--- src/rtl/coin_pkg.sv ---
package coin_pkg;
  localparam int unsigned NUM_SENSORS = 5;
  localparam int unsigned IDX_W       = 3;

  typedef logic [NUM_SENSORS-1:0] sense_t;
  typedef logic [IDX_W-1:0]       idx_t;

  // Index of the highest set bit; 0 when none are set.
  function automatic idx_t highest_index(input sense_t pat);
    idx_t r;
    r = '0;
    for (int i = 0; i < NUM_SENSORS; i++) begin
      if (pat[i]) r = idx_t'(i);
    end
    return r;
  endfunction

  // Coin value in cents for the highest blocked sensor index.
  function automatic logic [6:0] coin_cents(input idx_t idx);
    logic [6:0] v;
    unique case (idx)
      3'd0:    v = 7'd1;
      3'd1:    v = 7'd5;
      3'd2:    v = 7'd10;
      3'd3:    v = 7'd50;
      3'd4:    v = 7'd100;
      default: v = 7'd0;
    endcase
    return v;
  endfunction
endpackage

--- src/rtl/sensor_filter.sv ---
module sensor_filter #(
  parameter int unsigned N_STABLE = 7
) (
  input  logic clk,
  input  logic rst_n,
  input  logic raw,
  output logic stable
);
  localparam int unsigned CW = (N_STABLE > 1) ? $clog2(N_STABLE) : 1;
  localparam logic [CW-1:0] LIMIT = CW'(N_STABLE - 1);

  logic [CW-1:0] run_cnt;
  logic          differs;
  logic          accept;

  assign differs = (raw != stable);
  assign accept  = differs && (run_cnt == LIMIT);

  always_ff @(posedge clk) begin
    if (!rst_n) begin
      stable  <= 1'b0;
      run_cnt <= '0;
    end else if (!differs) begin
      run_cnt <= '0;
    end else if (accept) begin
      stable  <= raw;
      run_cnt <= '0;
    end else begin
      run_cnt <= run_cnt + 1'b1;
    end
  end

  AST_FILTER_FOLLOWS_RAW: assert property (@(posedge clk) disable iff (!rst_n)
    (stable != $past(stable)) |-> (stable == $past(raw)));
endmodule

--- src/rtl/passage_tracker.sv ---
module passage_tracker
  import coin_pkg::*;
(
  input  logic   clk,
  input  logic   rst_n,
  input  sense_t deb,
  output logic   done,
  output idx_t   code,
  output logic   busy
);
  sense_t peak;
  logic   any_blocked;
  logic   start_ev;
  logic   end_ev;

  assign any_blocked = |deb;
  assign start_ev    = !busy && any_blocked;
  assign end_ev      = busy && !any_blocked;

  always_ff @(posedge clk) begin
    if (!rst_n) begin
      busy <= 1'b0;
      peak <= '0;
      done <= 1'b0;
      code <= '0;
    end else begin
      done <= 1'b0;
      if (start_ev) begin
        busy <= 1'b1;
        peak <= deb;
      end else if (end_ev) begin
        busy <= 1'b0;
        done <= 1'b1;
        code <= highest_index(peak);
        peak <= '0;
      end else if (busy) begin
        peak <= peak | deb;
      end
    end
  end

  AST_DONE_AFTER_CLEAR: assert property (@(posedge clk) disable iff (!rst_n)
    done |-> ($past(deb) == '0 && $past(busy)));
  AST_DONE_SINGLE: assert property (@(posedge clk) disable iff (!rst_n)
    done |=> !done);
  AST_CODE_LEGAL: assert property (@(posedge clk) disable iff (!rst_n)
    done |-> (code < idx_t'(NUM_SENSORS)));
endmodule

--- src/rtl/total_accum.sv ---
module total_accum
  import coin_pkg::*;
#(
  parameter int unsigned TOTAL_W = 16
) (
  input  logic               clk,
  input  logic               rst_n,
  input  logic               add_en,
  input  idx_t               code,
  output logic [TOTAL_W-1:0] total
);
  logic [TOTAL_W-1:0] step;
  assign step = TOTAL_W'(coin_cents(code));

  always_ff @(posedge clk) begin
    if (!rst_n) total <= '0;
    else if (add_en) total <= total + step;
  end

  AST_TOTAL_STEADY: assert property (@(posedge clk) disable iff (!rst_n)
    !$past(add_en) |-> (total == $past(total)));
  AST_STEP_LEGAL: assert property (@(posedge clk) disable iff (!rst_n)
    $past(add_en) |-> ((TOTAL_W'(total - $past(total)) == TOTAL_W'(1)) ||
                       (TOTAL_W'(total - $past(total)) == TOTAL_W'(5)) ||
                       (TOTAL_W'(total - $past(total)) == TOTAL_W'(10)) ||
                       (TOTAL_W'(total - $past(total)) == TOTAL_W'(50)) ||
                       (TOTAL_W'(total - $past(total)) == TOTAL_W'(100))));
endmodule

--- src/rtl/coin_tally.sv ---
module coin_tally
  import coin_pkg::*;
#(
  parameter int unsigned N_STABLE = 7,
  parameter int unsigned TOTAL_W  = 16
) (
  input  logic               clk,
  input  logic               rst_n,
  input  logic [4:0]         sensor_in,
  output logic [TOTAL_W-1:0] total_cents
);
  sense_t deb;
  logic   coin_done;
  idx_t   coin_code;
  logic   in_passage;

  for (genvar g = 0; g < NUM_SENSORS; g++) begin : g_filt
    sensor_filter #(.N_STABLE(N_STABLE)) u_filt (
      .clk    (clk),
      .rst_n  (rst_n),
      .raw    (sensor_in[g]),
      .stable (deb[g])
    );
  end

  passage_tracker u_track (
    .clk   (clk),
    .rst_n (rst_n),
    .deb   (deb),
    .done  (coin_done),
    .code  (coin_code),
    .busy  (in_passage)
  );

  total_accum #(.TOTAL_W(TOTAL_W)) u_acc (
    .clk    (clk),
    .rst_n  (rst_n),
    .add_en (coin_done),
    .code   (coin_code),
    .total  (total_cents)
  );

  AST_RESET_CLEARS: assert property (@(posedge clk)
    !$past(rst_n) |-> (total_cents == '0));
endmodule

--- config.mk ---
export PLATFORM = sky130hd
export DESIGN_NAME = coin_tally
export DESIGN_NICKNAME = d
export VERILOG_FILES = /design/src/rtl/coin_pkg.sv /design/src/rtl/sensor_filter.sv /design/src/rtl/passage_tracker.sv /design/src/rtl/total_accum.sv /design/src/rtl/coin_tally.sv
export SDC_FILE = /design/constraint.sdc
export NUM_CORES = 1
export LEC_CHECK = 0
export BUFFER_PORTS_ARGS = -buffer_cell sky130_fd_sc_hd__buf_2
export CAP_MARGIN = 20
export CORE_MARGIN = 2
export CORE_UTILIZATION = 60
export CTS_CLUSTER_SIZE = 16
export DETAILED_ROUTE_END_ITERATION = 6
export PLACE_DENSITY_LB_ADDON = 0.05
export SYNTH_ARGS = -nofsm -noshare
export SYNTH_HDL_FRONTEND = slang
export SYNTH_SLANG_ARGS = --single-unit
--- constraint.sdc ---
create_clock -name clk -period 6.4 [get_ports clk]
set_input_delay 0.64 -clock clk [delete_from_list [all_inputs] [get_ports clk]]
set_output_delay 0.64 -clock clk [all_outputs]
set_load 0.01 [all_outputs]
==> out/summary.txt, run 1 <==
status - complete, no violations
Starting Density - 0.627
Hold Fails Final Rpt - 0
setup violators final - 0
# hold bufs at CTS - 0
layout cells sized above 1 - 0.122
postcts setup bufs - 0
Rows - 22
Worst Hold Class - reg2reg
cell with the most instances after synthesis - dfxtp_1
max-capacitance violation count - 0
I/O pin count - 23
Vias - 1770
largest net degree at the start of global routing - 28
PD cells - 186 nW/µm²
CTS sink cnt - 45
internal power - 0.000366 W
Post-Synthesis Cells - 265
Synth top area share - 0.393
GR Overflow Total - 0
Slowest cell on crit path - ha_1
Req. time, crit path - 6.62 ns
crit path max fanout - 5
Cell variety after synth - 36
via count of the first global-routing pass - 1585
Comb pwr share - 0.038
initial DRC count - 51
Post-Route WL - 3.78 mm
#FFs+latches synth - 45
clk_skew - 0.00498 ns
VDD IR max - 0.000156 V
first-pass GRT wire length - 6.55 mm
WP data arrival - 2.57 ns
die width - 65.8 µm
clock buffer depth - 2
average size of a mapped cell - 8.66 µm²
Syn Std Cell Area - 2290 µm²
CTS tree - yes
DP HPWL - 2.82 mm
n_diodes - 0
H-tree Lvls - 2
Period minus WS final - 2.35 ns
placed instance area - 2440 µm²
Worst slew margin - 0.555
Area Overhead vs Synth - 9.87%
clock network fraction of design power - 0.355
initial antenna violation count - 0
latest clock arrival within the worst-skew pair - 0.29 ns
DIE AREA - 4330 µm²
Layout fillers - 306
IO Port Bufs - 22
wire per inst - 11.2 µm
post-synthesis sequential area ratio - 0.393
Root Buffer - clkbuf_8
Final Instance Area - 2520 µm²
P_leak - 1.04 nW
CTS buffer count - 5
top cells by count, synth - dfxtp_1, nor2_1, nand2_1
Slew Viols, Final - 0
Flop pwr share - 0.607
number of synthesized flops with an enable pin - 0
Antenna Nets Post-Route - 0
startpoint types - register
routability cong. - 0.843
ys flop type - dfxtp_1
ys async rst share - 0
GRT Util Overall - 0.195
DR DRC count - 0
switching share of power - 0.220
Yosys Warn Count - 0
setup TNS - 0 ns
crit end category - register
Die Y - 65.8 µm
Util after Layout - 0.689
cell type with the highest aggregate area in the netlist - dfxtp_1
crit-path cells - nor2b_1 -> and2_1 -> or2_2 -> ha_1 -> nand4_1 -> o22ai_1 -> nor2_1 -> or3_1 -> a21oi_1
Core ar. - 3660 µm²
Syn Nets - 293
CP max stage delay - 0.38 ns
clk slew on worst S/H paths - 0.08 ns
Max Clk Rate - 0.425 GHz
average via count per standard cell - 5.27
Net Switching - 0.000103 W
synth top area cells - dfxtp_1, ha_1, mux2i_1, nor2_1, nand2_1
Fin Hold WS - 0.443 ns
Worst Max-Slew Pin Slew - 0.667 ns
Setup CP Type - reg2reg
Final #Nets - 315
fin crit share - 0.368
post-CTS sizing - 0
RSZ-0062 raised after global routing - false
DR pass1 iterations - 4
-- cells in the final DEF, fill, tap and decap left out, drive strengths merged --
| master | count |
|---|---|
| a31oi | 1 |
| and4 | 1 |
| a211oi | 6 |
| xor2 | 9 |
| dfxtp | 45 |
| and2 | 2 |
| or2 | 1 |
| nand2 | 25 |
| nor2b | 6 |
| mux2i | 17 |
| buf | 22 |
| a21oi | 17 |
| clkinvlp | 1 |
| o21ai | 8 |
| nor3b | 2 |
| nand4 | 3 |
| or3 | 1 |
| a21o | 2 |
| nor2 | 43 |
| o211ai | 4 |
| nor3 | 5 |
| nand2b | 9 |
| nand3b | 2 |
| inv | 11 |
| o22ai | 1 |
| clkbuf | 7 |
| nand3 | 12 |
| ha | 20 |
| xnor2 | 2 |
| fa | 1 |
| o21a | 2 |
-- worst max-delay path, delay by kind of cell, from the launching register on --
| family | cells | cell delay, ns |
|---|---|---|
| flip-flops | 1 | 0.34 |
| AO/OA/AOI/OAI | 2 | 0.38 |
| AND/OR/NAND/NOR | 6 | 1.20 |
| adder cells (fa/ha/maj) | 1 | 0.38 |
-- cell type report --
type | count | area (µm²) | share of cell area
flip-flops and latches | 45 | 901 | 0.357
clock buffers | 7 | 76.3 | 0.0303
inverters | 11 | 41.3 | 0.0164
clock inverters | 1 | 7.51 | 0.00298
well taps | 48 | 60.1 | 0.0238
multi-input cells | 202 | 1330 | 0.526
repair buffers | 22 | 110 | 0.0437
-- layer usage --
| layer | share of wire | GRT usage | vias to the layer above |
|---|---|---|---|
| met5 | 0 | 0 | - |
| met4 | 0.0066 | 0.0625 | 0 |
| met3 | 0.031 | 0.0511 | 2 |
| met2 | 0.48 | 0.336 | 18 |
| met1 | 0.48 | 0.235 | 808 |
| li1 | - | - | 942 |
-- path summary, 6_finish.rpt --
check                                              start                                      to  slack, ns  depth (start not counted)
hold / removal    g_filt[2].u_filt.run_cnt[0]$_SDFF_PP0_  g_filt[2].u_filt.run_cnt[0]$_SDFF_PP0_       0.44                          1
setup reg to reg            u_track.code[1]$_SDFFE_PN0P_            u_acc.total[14]$_SDFFE_PN0P_       4.05                          9
hold reg to reg   g_filt[2].u_filt.run_cnt[0]$_SDFF_PP0_  g_filt[2].u_filt.run_cnt[0]$_SDFF_PP0_       0.44                          1
setup / recovery            u_track.code[1]$_SDFFE_PN0P_            u_acc.total[14]$_SDFFE_PN0P_       4.05                          9
-- state kept, by name, summed over array words and instances, names as in the netlist --
| name | cells |
|---|---|
| u_track.code | 3 |
| g_filt.u_filt.stable | 5 |
| u_track.done | 1 |
| u_acc.total | 16 |
| g_filt.u_filt.run_cnt | 15 |
| u_track.busy | 1 |
| u_track.peak | 4 |
-- power by group through the flow --
| stage | registers, W | clock network (W) | logic (W) |
|---|---|---|---|
| global route | 0.000286 | 0.000185 | 0.0000209 |
| floorplan | 0.000291 | 0 | 0.0000131 |
| detailed placement | 0.000292 | 0 | 0.0000178 |
| CTS | 0.000285 | 0.000175 | 0.0000179 |
| global placement | 0.000292 | 0 | 0.0000175 |
| finish | 0.000285 | 0.000167 | 0.0000176 |
-- kinds of logic after synthesis --
group                    after synthesis  synth area share
buffers and inverters                 18            0.0300
adder cells (fa/ha/maj)               21             0.118
flip-flops                            45             0.393
multiplexers                          17            0.0742
AND/OR/NAND/NOR                      112             0.230
XOR/XNOR                              11            0.0420
AO/OA/AOI/OAI                         41             0.114
-- stage by stage --
stage          setup slack (ns)  power (W)  std cells
2_1_floorplan              4.26   0.000304        265
3_3_place_gp               4.15   0.000309        328
3_5_place_dp               4.09   0.000309        328
4_1_cts                    4.06   0.000477        336
5_1_grt                    3.89   0.000491        336
6_report                   4.05   0.000469        336
Power figures use the tool's default switching activity.
==> run 2, diff against run 1 <==
--- a/config.mk
+++ b/config.mk
@@ -8,7 +8,7 @@
 export BUFFER_PORTS_ARGS = -buffer_cell sky130_fd_sc_hd__buf_2
 export CAP_MARGIN = 20
 export CORE_MARGIN = 2
-export CORE_UTILIZATION = 60
+export CORE_UTILIZATION = 52
 export CTS_CLUSTER_SIZE = 16
 export DETAILED_ROUTE_END_ITERATION = 6
 export PLACE_DENSITY_LB_ADDON = 0.05
==> constraint.sdc (replaced) <==
create_clock -name clk -period 2 [get_ports clk]
set_input_delay 0.2 -clock clk [delete_from_list [all_inputs] [get_ports clk]]
set_output_delay 0.2 -clock clk [all_outputs]
set_load 0.01 [all_outputs]
==> out/summary.txt, run 2 (same netlist as run 1, synthesis figures left out) <==
failing checks - setup timing
Layout fillers - 367 (+20%)
VDD IR max - 0.000334 V (+110%)
WP data arrival - 2.21 ns (-0.36 ns)
average via count per standard cell - 5.15 (-2.3%)
Setup CP Type - reg2reg
I/O pin count - 23 (unchanged)
clk slew on worst S/H paths - 0.08 ns (about the same)
placed instance area - 2630 µm² (+8.0%)
PD cells - 554 nW/µm² (+200%)
clk_skew - 0.00240 ns (-0.00258 ns)
# hold bufs at CTS - 0 (unchanged)
Max Clk Rate - 0.493 GHz (+16%)
internal reg-to-reg setup slack - -0.03 ns (-4.07 ns)
DIE AREA - 4960 µm² (+14%)
wire per inst - 11.9 µm (+6.0%)
Starting Density - 0.534 (-0.0924)
Rows - 24 (+9.1%)
internal power - 0.00120 W (+230%)
H-tree Lvls - 2 (unchanged)
Post-Route WL - 4.32 mm (+15%)
Worst Hold Class - in2reg
startpoint types - register
max FFs per register - 16 (unchanged)
Final #Nets - 339 (+7.6%)
RSZ-0062 raised after global routing - true
Core ar. - 4290 µm² (+17%)
CTS tree - yes
DP HPWL - 3.22 mm (+14%)
GR Overflow Total - 0 (unchanged)
setup TNS - -0.0611 ns (-0.0611 ns)
CP Launch Point - u_track.code[2]$_SDFFE_PN0P_
clock network fraction of design power - 0.370 (+0.015)
Root Buffer - clkbuf_8
switching share of power - 0.222 (+0.00251)
most common cell after layout, fill and taps aside - nor2_1
crit end category - register
first-pass GRT wire length - 7.53 mm (+15%)
latest clock arrival within the worst-skew pair - 0.29 ns (about the same)
max-capacitance violation count - 0 (unchanged)
initial DRC count - 79 (+55%)
Die Y - 70.4 µm (+7.0%)
n_diodes - 0 (unchanged)
routability cong. - 0.767 (-9.1%)
Largest regs - u_acc.total: 16 flops, g_filt.u_filt.run_cnt: 15 flops, g_filt.u_filt.stable: 5 flops
setup violators final - 3 (+3)
IO Port Bufs - 22 (unchanged)
clock buffer depth - 2 (unchanged)
layout cells sized above 1 - 0.238 (+0.116)
Worst Max-Slew Pin Slew - 0.472 ns (-0.195 ns)
DR DRC count - 0 (unchanged)
Worst R2R End - u_acc.total[10]$_SDFFE_PN0P_
crit path max fanout - 5 (unchanged)
Worst slew margin - 0.682 (+0.127)
Biggest register - u_acc.total
Net Switching - 0.000343 W (+230%)
setup ws final - -0.0275 ns (-4.07 ns)
P_leak - 1.16 nW (+11%)
via count of the first global-routing pass - 1830 (+15%)
Period minus WS final - 2.03 ns (-0.327 ns)
R2R cell count - 10 (+1)
CTS sink cnt - 45 (unchanged)
Hold Path Depth - 3 (+2)
R2R Path Start - u_track.code[2]$_SDFFE_PN0P_
Area Overhead vs Synth - 21.3%
Hold Fails Final Rpt - 0 (unchanged)
status - finished with violations
initial antenna violation count - 0 (unchanged)
fin crit share - 1.01 (+0.646)
largest net degree at the start of global routing - 17 (-39%)
Hold Crit Endpoint - g_filt[0].u_filt.stable$_SDFFE_PN0P_
Flop pwr share - 0.590 (-0.017)
Final Instance Area - 2780 µm² (+10%)
most frequent cells in the layout - nor2_1, dfxtp_1, nand2_1
Vias - 1869 (+5.6%)
Comb pwr share - 0.040 (+0.002)
GRT Util Overall - 0.189 (-0.00609)
die width - 70.4 µm (+7.0%)
hold path start - sensor_in[0]
Slew Viols, Final - 0 (unchanged)
CTS buffer count - 5 (unchanged)
DR pass1 iterations - 4 (unchanged)
Antenna Nets Post-Route - 0 (unchanged)
Req. time, crit path - 2.19 ns (-4.43 ns)
-- run 2: cell types whose count changed in the layout (fill, tap and decap cells not counted), sizes merged --
cell,change
buf,+24
clkbuf,-1
-- run 2: power by group through the flow --
stage	registers (W)	logic, W	clock network (W)
4_1_cts	0.000911	0.0000621	0.000593
6_report	0.000909	0.0000610	0.000570
2_1_floorplan	0.000932	0.0000418	0
5_1_grt	0.000911	0.0000723	0.000617
3_5_place_dp	0.000933	0.0000619	0
3_3_place_gp	0.000933	0.0000601	0
-- run 2: cell type report --
type	count	area [µm²]	area share
multi-input cells	202	1390	0.498
flip-flops and latches	45	910	0.327
repair buffers	46	290	0.104
clock buffers	6	82.6	0.0297
well taps	52	65.1	0.0234
inverters	11	41.3	0.0148
clock inverters	1	7.51	0.00270
-- run 2: worst max path at each step --
stage	slack [ns]	to	depth (start not counted)
2_1_floorplan	0.0004	u_acc.total[14]$_SDFFE_PN0P_	9
3_3_place_gp	-0.07	u_acc.total[12]$_SDFFE_PN0P_	9
3_5_place_dp	-0.07	u_acc.total[14]$_SDFFE_PN0P_	9
4_1_cts	-0.05	u_acc.total[14]$_SDFFE_PN0P_	9
5_1_grt	-0.15	u_acc.total[14]$_SDFFE_PN0P_	9
6_report	-0.03	u_acc.total[10]$_SDFFE_PN0P_	10
-- run 2: per-layer routing --
metal,up-vias,routed length [µm],track usage
met5,-,0,0
met4,0,57,0.0876
met3,6,115,0.0404
met2,19,2180,0.339
met1,857,1970,0.210
li1,987,-,-
-- run 2: stage by stage --
step / util / std cells / total power, W / setup WS (ns) / hold slack [ns]
after floorplan: - / 265 / 0.000974 / 0.000353 / 0.347
after global routing: 0.648 / 363 / 0.00160 / -0.150 / 0.175
final: 0.648 / 363 / 0.00154 / -0.0275 / 0.174
after CTS: 0.640 / 361 / 0.00157 / -0.0480 / 0.163
after detailed placement: 0.613 / 353 / 0.000995 / -0.0672 / 0.436
after global placement: 0.613 / 353 / 0.000993 / -0.0715 / 0.429
-- run 2: what timing repair did --
action | 4_1_cts | 5_1_grt
endpoints found under the setup margin | 9 | 10
gates resized for setup | 6 | 8
endpoints found under the hold margin | 0 | 0
pin swaps | 4 | 5
buffers inserted | 1 | 2
-- run 2: worst max-delay path, stage by stage, from the launching register on --
cell and delay (ns):
dfxtp_4 0.38, nor2_1 0.05, ha_2 0.18, fa_2 0.35, a211oi_2 0.23, buf_4 0.15
nor3_2 0.04, buf_4 0.13, o211ai_1 0.20, xor2_1 0.16, nor2_1 0.05
==> run 3, diff against run 2 <==
--- a/config.mk
+++ b/config.mk
@@ -9,9 +9,11 @@
 export CAP_MARGIN = 20
 export CORE_MARGIN = 2
 export CORE_UTILIZATION = 52
+export CTS_CLUSTER_DIAMETER = 200
 export CTS_CLUSTER_SIZE = 16
 export DETAILED_ROUTE_END_ITERATION = 6
 export PLACE_DENSITY_LB_ADDON = 0.05
+export SETUP_SLACK_MARGIN = 0.4
 export SYNTH_ARGS = -nofsm -noshare
 export SYNTH_HDL_FRONTEND = slang
 export SYNTH_SLANG_ARGS = --single-unit
==> out/summary.txt, run 3 (same netlist as run 1, synthesis figures left out) <==
status - finished with violations
failing checks - setup timing
PD cells - 523 nW/µm² (-5.5%)
Hold Fails Final Rpt - 0 (unchanged)
Largest regs - u_acc.total: 16 flops, g_filt.u_filt.run_cnt: 15 flops, g_filt.u_filt.stable: 5 flops
Worst slew margin - 0.650 (-0.0321)
CTS tree - yes
# hold bufs at CTS - 0 (unchanged)
die width - 70.4 µm (unchanged)
most common cell after layout, fill and taps aside - dfxtp_1
Hold Path Depth - 3 (unchanged)
total power draw - 0.00156 W (+1.3%)
Rows - 24 (unchanged)
crit end category - register
clk slew on worst S/H paths - 0.09 ns (about the same)
R2R cell count - 8 (-2)
initial DRC count - 56 (-29%)
via count of the first global-routing pass - 1912 (+4.5%)
Layout fillers - 340 (-7.4%)
layout cells sized above 1 - 0.312 (+0.0744)
Vias - 1961 (+4.9%)
Core ar. - 4290 µm² (unchanged)
CTS sink cnt - 45 (unchanged)
wire per inst - 13.0 µm (+9.1%)
max FFs per register - 16 (unchanged)
fin crit share - 1.05 (+0.0335)
Setup CP Type - reg2reg
critical path's top delay family - compound AO/OA/AOI/OAI gates
DR DRC count - 0 (unchanged)
Max Clk Rate - 0.477 GHz (-3.2%)
crit path max fanout - 4 (-1)
DR pass1 iterations - 4 (unchanged)
Placed Cells - 350 (-0.85%)
Worst Hold Class - in2reg
GRT Util Overall - 0.203 (+0.0144)
Fin Hold WS - 0.164 ns (-0.0102 ns)
Buffers & Inverters on Critical Path - 0 (-2)
Biggest register - u_acc.total
Period minus WS final - 2.09 ns (+0.0670 ns)
P_leak - 1.23 nW (+6.0%)
WP data arrival - 2.33 ns (+0.12 ns)
setup ws final - -0.0944 ns (-0.0670 ns)
CP Depth - 8 (-2)
max-capacitance violation count - 0 (unchanged)
GR Overflow Total - 0 (unchanged)
Area Overhead vs Synth - 29.9%
first-pass GRT wire length - 8.07 mm (+7.2%)
most frequent cells in the layout - dfxtp_1, nor2_1, buf_4
VDD IR max - 0.000527 V (+58%)
startpoint types - register
clock buffer depth - 2 (unchanged)
Slew Viols, Final - 0 (unchanged)
Req. time, crit path - 2.23 ns (+0.04 ns)
crit-path cells - nor2b_4 -> nor2b_2 -> ha_4 -> o211ai_1 -> o21a_2 -> a211oi_4 -> nor3b_4 -> mux2i_1
Final #Nets - 344 (+1.5%)
latest clock arrival within the worst-skew pair - 0.30 ns (about the same)
setup violators final - 9 (+6)
initial antenna violation count - 0 (unchanged)
Die Y - 70.4 µm (unchanged)
DP HPWL - 3.13 mm (-2.7%)
largest net degree at the start of global routing - 28 (+11)
CP max stage delay - 0.36 ns (-0.02 ns)
routability cong. - 0.738 (-3.7%)
DIE AREA - 4960 µm² (unchanged)
I/O pin count - 23 (unchanged)
CTS buffer count - 5 (unchanged)
average via count per standard cell - 5.31 (+3.2%)
RSZ-0062 raised after global routing - true
Root Buffer - clkbuf_8
Antenna Nets Post-Route - 0 (unchanged)
Worst Max-Slew Pin Slew - 0.525 ns (+0.0531 ns)
clk_skew - 0.0109 ns (+0.00847 ns)
Post-Route WL - 4.80 mm (+11%)
Slowest cell on crit path - dfxtp_2
Starting Density - 0.534 (unchanged)
IO Port Bufs - 22 (unchanged)
Non-Filler Instances - 369 (+1.7%)
n_diodes - 0 (unchanged)
H-tree Lvls - 2 (unchanged)
## run 3: timing repair
item,CTS,global route
cloned,0,0
endpoints found under the setup margin,18,18
pin swaps,14,13
setup buffers,7,4
resized for setup,20,19
## run 3: stage by stage
stage          instance area (µm²)  TNS [ns]  setup WS (ns)  utilization
2_1_floorplan                 2340         0         0.0129            -
3_3_place_gp                  2630   -0.0227        -0.0227        0.612
3_5_place_dp                  2630    -0.119        -0.0751        0.612
4_1_cts                       2840   -0.0634        -0.0453        0.661
5_1_grt                       2980     -1.37         -0.188        0.694
6_report                      2980    -0.419        -0.0944        0.694
## run 3: power breakdown
part	switching [W]	internal [W]
logic	0.0000388	0.0000218
clock network	0.000310	0.000280
registers	0.00000651	0.000903
total	0.000356	0.00120
## run 3: worst min-delay path, cell delays in order
cell     delay [ns]
buf_2          0.11
nand3_1        0.06
a21oi_1        0.05
## run 3: metal layers
| layer | vias to the layer above | wire (µm) | share of wire | global-route usage |
|---|---|---|---|---|
| met2 | 28 | 2560 | 0.53 | 0.378 |
| met4 | 0 | 49 | 0.010 | 0.0684 |
| li1 | 995 | - | - | - |
| met5 | - | 0 | 0 | 0 |
| met3 | 4 | 143 | 0.030 | 0.0447 |
| met1 | 934 | 2050 | 0.43 | 0.225 |
## run 3: path summary, 6_finish.rpt
check / slack, ns / end / from
setup / recovery: -0.09 / u_acc.total[15]$_SDFFE_PN0P_ / u_track.code[1]$_SDFFE_PN0P_
hold / removal: 0.16 / g_filt[3].u_filt.stable$_SDFFE_PN0P_ / sensor_in[3]
hold reg to reg: 0.44 / g_filt[4].u_filt.run_cnt[0]$_SDFF_PP0_ / g_filt[4].u_filt.run_cnt[0]$_SDFF_PP0_
setup reg to reg: -0.09 / u_acc.total[15]$_SDFFE_PN0P_ / u_track.code[1]$_SDFFE_PN0P_
## run 3: area by class of cell
type                    count  area, µm²  share of cell area
well taps                  52       65.1              0.0218
repair buffers             51        335               0.112
multi-input cells         202       1530               0.514
inverters                  11       41.3              0.0138
flip-flops and latches     45        910               0.305
clock buffers               6       82.6              0.0277
clock inverters             2       13.8             0.00462
